### src/rtl/ccs_pkg.sv
package ccs_pkg;

  typedef enum logic [3:0] {
    SRC_SYS      = 4'h0,
    SRC_DIV4     = 4'h1,
    SRC_DIV16    = 4'h2,
    SRC_DIV128   = 4'h3,
    SRC_DIV256   = 4'h4,
    SRC_EXT_RISE = 4'h5,
    SRC_EXT_FALL = 4'h6,
    SRC_EXT_BOTH = 4'h7,
    SRC_DIV512   = 4'h8,
    SRC_DIV1024  = 4'h9,
    SRC_DIV2048  = 4'hA
  } src_sel_e;

  localparam int NUM_TAPS  = 7;
  localparam int MAX_LOG2  = 11;
  localparam int SYNC_DEPTH = 2;

  // log2 of the divide ratio served by each prescaler tap
  function automatic int tap_log2(input int idx);
    case (idx)
      0:       return 2;
      1:       return 4;
      2:       return 7;
      3:       return 8;
      4:       return 9;
      5:       return 10;
      default: return 11;
    endcase
  endfunction

  function automatic logic is_div_code(input logic [3:0] code);
    return (code >= 4'h1 && code <= 4'h4) || (code >= 4'h8 && code <= 4'hA);
  endfunction

endpackage

### src/rtl/ccs_prescaler.sv
module ccs_prescaler #(
  parameter int CNT_W = ccs_pkg::MAX_LOG2
) (
  input  logic                          clk,
  input  logic                          rst,
  output logic [ccs_pkg::NUM_TAPS-1:0]  tap_o
);

  logic [CNT_W-1:0] cnt_q;

  always_ff @(posedge clk) begin
    if (rst) cnt_q <= '0;
    else     cnt_q <= cnt_q + 1'b1;
  end

  // each tap fires when the low log2(ratio) bits of the shared counter are all ones
  for (genvar g = 0; g < ccs_pkg::NUM_TAPS; g++) begin : g_tap
    localparam int L = ccs_pkg::tap_log2(g);
    assign tap_o[g] = &cnt_q[L-1:0];
  end

endmodule

### src/rtl/ccs_edge_detect.sv
module ccs_edge_detect #(
  parameter int STAGES = ccs_pkg::SYNC_DEPTH
) (
  input  logic clk,
  input  logic rst,
  input  logic pin_i,
  output logic rise_o,
  output logic fall_o
);

  logic [STAGES-1:0] sync_q;
  logic              hist_q;
  logic              level;

  always_ff @(posedge clk) begin
    if (rst) begin
      sync_q <= '0;
      hist_q <= 1'b0;
    end else begin
      sync_q <= {sync_q[STAGES-2:0], pin_i};
      hist_q <= sync_q[STAGES-1];
    end
  end

  assign level  = sync_q[STAGES-1];
  assign rise_o = level & ~hist_q;
  assign fall_o = ~level & hist_q;

endmodule

### src/rtl/ccs_src_mux.sv
module ccs_src_mux (
  input  logic [3:0]                   sel_i,
  input  logic [ccs_pkg::NUM_TAPS-1:0] tap_i,
  input  logic                         rise_i,
  input  logic                         fall_i,
  output logic                         tick_d_o
);
  import ccs_pkg::*;

  always_comb begin
    case (sel_i)
      SRC_SYS:      tick_d_o = 1'b1;
      SRC_DIV4:     tick_d_o = tap_i[0];
      SRC_DIV16:    tick_d_o = tap_i[1];
      SRC_DIV128:   tick_d_o = tap_i[2];
      SRC_DIV256:   tick_d_o = tap_i[3];
      SRC_EXT_RISE: tick_d_o = rise_i;
      SRC_EXT_FALL: tick_d_o = fall_i;
      SRC_EXT_BOTH: tick_d_o = rise_i | fall_i;
      SRC_DIV512:   tick_d_o = tap_i[4];
      SRC_DIV1024:  tick_d_o = tap_i[5];
      SRC_DIV2048:  tick_d_o = tap_i[6];
      default:      tick_d_o = 1'b0;
    endcase
  end

endmodule

### src/rtl/cnt_clk_sel.sv
module cnt_clk_sel #(
  parameter int PRE_W      = ccs_pkg::MAX_LOG2,
  parameter int SYNC_DEPTH = ccs_pkg::SYNC_DEPTH
) (
  input  logic       clk,
  input  logic       rst,
  input  logic       ext_clk_i,
  input  logic [3:0] sel_i,
  output logic       tick_o
);

  logic [ccs_pkg::NUM_TAPS-1:0] tap;
  logic                         rise;
  logic                         fall;
  logic                         tick_d;

  ccs_prescaler #(.CNT_W(PRE_W)) u_pre (
    .clk   (clk),
    .rst   (rst),
    .tap_o (tap)
  );

  ccs_edge_detect #(.STAGES(SYNC_DEPTH)) u_edge (
    .clk    (clk),
    .rst    (rst),
    .pin_i  (ext_clk_i),
    .rise_o (rise),
    .fall_o (fall)
  );

  ccs_src_mux u_mux (
    .sel_i    (sel_i),
    .tap_i    (tap),
    .rise_i   (rise),
    .fall_i   (fall),
    .tick_d_o (tick_d)
  );

  always_ff @(posedge clk) begin
    if (rst) tick_o <= 1'b0;
    else     tick_o <= tick_d;
  end

endmodule

### config.mk
export PLATFORM = sky130hd
export DESIGN_NAME = cnt_clk_sel
export DESIGN_NICKNAME = d
export VERILOG_FILES = /design/src/rtl/ccs_pkg.sv /design/src/rtl/ccs_prescaler.sv /design/src/rtl/ccs_edge_detect.sv /design/src/rtl/ccs_src_mux.sv /design/src/rtl/cnt_clk_sel.sv
export SDC_FILE = /design/constraint.sdc
export NUM_CORES = 1
export LEC_CHECK = 0
export BUFFER_PORTS_ARGS = -buffer_cell sky130_fd_sc_hd__buf_2
export CORE_MARGIN = 4
export CORE_UTILIZATION = 52
export CTS_BUF_LIST = sky130_fd_sc_hd__clkbuf_8
export CTS_CLUSTER_DIAMETER = 100
export DETAILED_ROUTE_END_ITERATION = 8
export HOLD_SLACK_MARGIN = 0.05
export MAX_ROUTING_LAYER = met4
export PLACE_DENSITY = 0.76
export SLEW_MARGIN = 20
export SYNTH_ARGS = -nofsm -noshare
export SYNTH_HDL_FRONTEND = slang
export SYNTH_SLANG_ARGS = --single-unit
export TNS_END_PERCENT = 100
### constraint.sdc
create_clock -name clk -period 1.4 [get_ports clk]
set_input_delay 0.07 -clock clk [delete_from_list [all_inputs] [get_ports clk]]
set_output_delay 0.07 -clock clk [all_outputs]
set_load 0.01 [all_outputs]
Word-level counts from Yosys, hierarchy flattened
Index checks and enable logic that the tools add are counted.

cells by class
  bitwise gates (word level) = 5
  reductions and logical operators = 8
  $add $sub $neg = 1
  multiplexer cells = 1
  equal/unequal tests = 10

operators with widths
  cell                                                              count
  4-bit by 3-bit == test with 1-bit output (second input constant)  4
  4-bit == test (second input constant)                             3
  11-bit by 1-bit adder with 11-bit output (second input constant)  1
  1-bit one-hot mux with 11 select lines                            1
  11-bit AND reduction                                              1
  10-bit AND reduction                                              1
  9-bit AND reduction                                               1
  4-bit by 2-bit == test with 1-bit output (second input constant)  2
  8-bit AND reduction                                               1
  7-bit AND reduction                                               1
  4-bit by 1-bit == test with 1-bit output (second input constant)  1
  4-bit logical NOT                                                 1
  4-bit AND reduction                                               1
  1-bit bitwise AND                                                 2
  1-bit NOT                                                         2
  2-bit AND reduction                                               1
  1-bit bitwise OR                                                  1

storage, ports and cells
  flip-flop bits (word level) = 15
  word-level logic and storage cells = 29
  output and inout port bits = 1
  bits of input ports = 7

Depth between registers and ports, before layout
  depth after elaboration = 4
  gate-level depth with buffers = 6
  gate-level depth less buffers = 6

Modules after synthesis
From an unflattened synthesis, not the netlist that was laid out.

second synthesis, totals
  cell total of the unflattened synthesis = 80
  area, all modules = 720.7 µm²

by module, submodules not included
  module           instances  sequential area each (µm²)  cells an instance  area each (µm²)
  ccs_prescaler    1          220.2                       51                 474.2
  ccs_src_mux      1          0.0                         19                 121.4
  ccs_edge_detect  1          60.1                        8                  91.3
  cnt_clk_sel      1          20.0                        2                  33.8

Worst setup path after synthesis
OpenSTA, ideal clock, no wires.

  path kind = flip-flop to flip-flop
  from = reg u_pre.cnt_q[0]
  to = reg tick_o
  buffers on the path = 0
  setup time = 0.091 ns
  required time = 1.309 ns
  stages on the path, launching flop included = 5
  arrival time = 1.306 ns
  path slack = 0.003 ns
  period minus slack after synthesis = 1.397 ns
  path through = dfxtp_1 ha_1 o2bb2ai_1 or4_1 a311oi_1

on the way
  word-level cells in the longest chain between the ends = 2
  elaborated cells between the ends (all ways) = 8
  classes of those cells = mux: 1; reduce/logical: 7

RTL lines
  item                                                line                 text
  from (decl)                                         ccs_prescaler.sv:9   logic [CNT_W-1:0] cnt_q;
  from (signal assigned)                              ccs_prescaler.sv:13  else cnt_q <= cnt_q + 1'b1;
  11-bit AND reduction, or another cell as far along  ccs_prescaler.sv:19  assign tap_o[g] = &cnt_q[L-1:0];
  1-bit one-hot mux with 11 select lines *            ccs_src_mux.sv:11    case (sel_i)
  to (signal assigned)                                cnt_clk_sel.sv:41    else tick_o <= tick_d;
  to (decl)                                           cnt_clk_sel.sv:9     output logic tick_o

Every way passes the cells marked *; elsewhere a longest branch is shown, timed or not.
A chain may end at the register's enable or synchronous reset.

Worst setup path after layout
  from = reg u_pre.cnt_q[2]
  to = reg tick_o

on the way
  word-level cells in the longest chain between the ends = 2
  elaborated cells between the ends (all ways) = 7
  classes of those cells = mux: 1; reduce/logical: 6

RTL lines
  item                                                line
  11-bit AND reduction, or another cell as far along  ccs_prescaler.sv:19
  1-bit one-hot mux with 11 select lines *            ccs_src_mux.sv:11

Marked as above.

==> metrics.md <==
| Metric | Value |
|---|---|
| Outcome | `completed` |
| XOR/XNOR Fraction of Synth Area | `8.58%` |
| DIE AREA | `2030 µm²` |
| Number of slew-limit violations in the final report | `0` |
| M1 wire length | `590 µm` |
| Capturing element type of the critical path | `flop` |
| Setup skew after layout | `0.00143 ns` |
| Core footprint | `1300 µm²` |
| Clock buffer depth | `2` |
| Slew at the pin with the worst max-slew slack | `0.290 ns` |
| Count of nets left with antenna violations after detail routing | `0` |
| Initial DRC Count | `4` |
| Setup-failing EPs final | `0` |
| Highest layer used for signal routing | `met4` |
| Antenna diode instance count | `0` |
| Hold Crit Class | `input port to flop` |
| Path type of the worst setup path | `flop to flop` |
| Area grow syn2layout | `27.0%` |
| Simple-gate portion of the synthesized area | `29.1%` |
| Detailed-route wire length | `1.41 mm` |
| Fraction of layout cells with a size suffix above 1 | `25.5%` |
| Clock transition time at the flip-flop clock pins of the worst setup and hold paths | `0.05 ns` |
| Vertical extent of the die | `45.1 µm` |
| FF-to-FF Start | `u_pre.cnt_q[2]` |
| Cell Area, Synth | `714 µm²` |
| Clock tree sinks | `15` |
| Combinational family with the most area after synthesis | `simple AND/OR/NAND/NOR gates` |
| Drt via density | `5.36` |
| Maximum level of the CTS H-tree | `1` |
| Number of maximum-capacitance violations | `0` |
| Boundary Pins | `8` |
| Portion of netlist area occupied by mux cells | `0%` |
| Routability cong. | `0.761` |
| Syn Nets | `93` |
| Peak supply drop | `801 µV` |
| Unrepaired setup endpoints after global routing | `true` |
| # DRC | `0` |
| Post-synth EDFFs | `0` |
| Clock tree root buffer cell | `clkbuf_8` |
| Launching instance or port of the critical path | `u_pre.cnt_q[2]` |
| Compound-gate portion of the synthesized area | `9.63%` |
| Leakage | `0.000356 µW` |
| Final Hold Violating Endpoints | `0` |
| Initial antenna violation count | `0` |
| Final layout net count | `114` |
| Utilization after layout | `69.7%` |
| Met3 Routed Length | `74 µm` |
| Most common cell after layout, fill and taps aside | `dfxtp_1` |
| Met2 WL post-DR | `719 µm` |
| Maximum achievable frequency | `726 MHz` |
| Buffers added on ports | `7` |
| Post-synthesis area per instance | `8.71 µm²` |
| Top FF cell, synth | `dfxtp_1` |
| Number of distinct library cell variants in the gate-level netlist after synthesis | `28` |
| Most used cells in the layout excluding fill and tap cells | `dfxtp_1, nor2_1, buf_4` |
| Hpwl dp | `944 µm` |
| GR Util All Layers | `17.1%` |
| Relative slew slack | `80.5%` |
| Areal power density over the cells | `947 nW/µm²` |
| Wire length of the first global-routing pass | `2.39 mm` |
| Worst setup slack before clock tree synthesis | `0.000630 ns` |
| Type of origin of the critical path | `flop` |
| Startpoint of the lowest-slack hold path | `rst` |
| Data arrival at the endpoint of the critical path | `1.54 ns` |
| X dimension of the die | `45.1 µm` |
| Total number of vias | `627` |
| Post-layout minimum cycle time | `1.38 ns` |
| TritonCTS clock tree | `done` |
| Sequential fraction of the synthesis area | `42.0%` |
| Final clock period utilization by the worst path | `98.4%` |
| #FFs+latches synth | `15` |
| Starting Density | `54.9%` |
| Share of synthesized registers carrying an async set or reset | `0%` |
| Final global-route overflow total | `0` |
| DRT Pass-1 Iters | `5` |
| Count of standard-cell rows | `13` |
| Cells after Synth | `82` |
| Post-detailed-route wirelength per cell | `12.1 µm` |
| Post-layout worst setup margin | `0.0219 ns` |
| Clock latency on the worst-skew pair | `0.24 ns` |
| Number of clock buffers inserted by TritonCTS | `3` |
| Number of global-route vias before repair | `563` |
| Yosys synthesis warning count | `0` |
| Post-synthesis adder-cell area fraction | `7.01%` |
| Data required time of the critical path | `1.56 ns` |
| Maximum number of pins on one net before global-route repair | `16` |
| Critical-path maximum fanout | `4` |
## sequential cells by signal (all words and copies together) (netlist names)
name           count
u_edge.sync_q      2
tick_o             1
u_edge.hist_q      1
u_pre.cnt_q       11
## final timing paths
check	end	slack (ns)	cells after the start
max	tick_o	0.02	4
min	u_edge.hist_q	0.15	2
max reg2reg	tick_o	0.02	4
min reg2reg	u_edge.sync_q[1]	0.45	1
## critical path, stage by stage (launching register included)
cell       delay [ns]
dfxtp_1          0.38
nand2_1          0.08
o2bb2ai_1        0.12
or4_1            0.47
a311oi_1         0.24
## cells in the mapped netlist (2+ instances only)
cell type | n | share of area, %
a21oi_1 | 3 | 2.1
a311oi_1 | 2 | 2.5
dfxtp_1 | 15 | 42
ha_1 | 4 | 7.0
inv_1 | 4 | 2.1
nand2_1 | 5 | 2.6
nand3_1 | 4 | 2.8
nand3b_1 | 2 | 2.1
nor2_1 | 11 | 5.8
nor2b_1 | 6 | 5.3
nor3_1 | 4 | 2.8
xnor2_1 | 5 | 6.1
xor2_1 | 2 | 2.5
## stage by stage
| step | power, µW | area [µm²] | instances | hold slack [ns] | setup TNS, ns |
|---|---|---|---|---|---|
| 2_1_floorplan | 492 | 714 | 82 | 0.142 | 0 |
| 3_3_place_gp | 522 | 802 | 108 | 0.279 | 0 |
| 3_5_place_dp | 525 | 802 | 108 | 0.282 | 0 |
| 4_1_cts | 868 | 871 | 114 | 0.146 | 0 |
| 5_1_grt | 909 | 907 | 117 | 0.168 | -0.113 |
| 6_report | 859 | 907 | 117 | 0.147 | 0 |
## report_power, final
group	internal (µW)	leakage [µW]	switching, µW
logic	42.9	0.000207	38.5
registers	440	0.000122	9.08
clock network	194	0.0000269	135
total	676	0.000356	183
## final cells by class
type / count / area, µm²
Tap cell: 15 / 18.8
Fill cell: 116 / 394
Sequential cell: 15 / 303
Clock inverter: 1 / 3.75
Inverter: 4 / 15.0
Clock buffer: 3 / 41.3
Timing Repair Buffer: 18 / 120
Multi-Input combinational cell: 61 / 405
## logic make-up after synthesis
| family | after synthesis |
|---|---|
| AO/OA/AOI/OAI | 10 |
| XOR/XNOR | 7 |
| adder cells (fa/ha/maj) | 4 |
| buffers and inverters | 6 |
| flip-flops | 15 |
| AND/OR/NAND/NOR | 40 |
## routing by layer
metal,up-vias,track usage [%]
li1,323,-
met2,16,25.4
met3,4,4.78
met4,0,10.5
met1,284,20.1
met5,-,-
## what timing repair did
action	CTS	global route
hold buffers	1	0
setup buffers	1	3
cloned	0	0
hold endpoints to repair	1	0
gates resized for setup	3	3
pin swaps	1	3
setup endpoints to repair	1	2
Note: power is estimated with default switching activity, not from simulation.
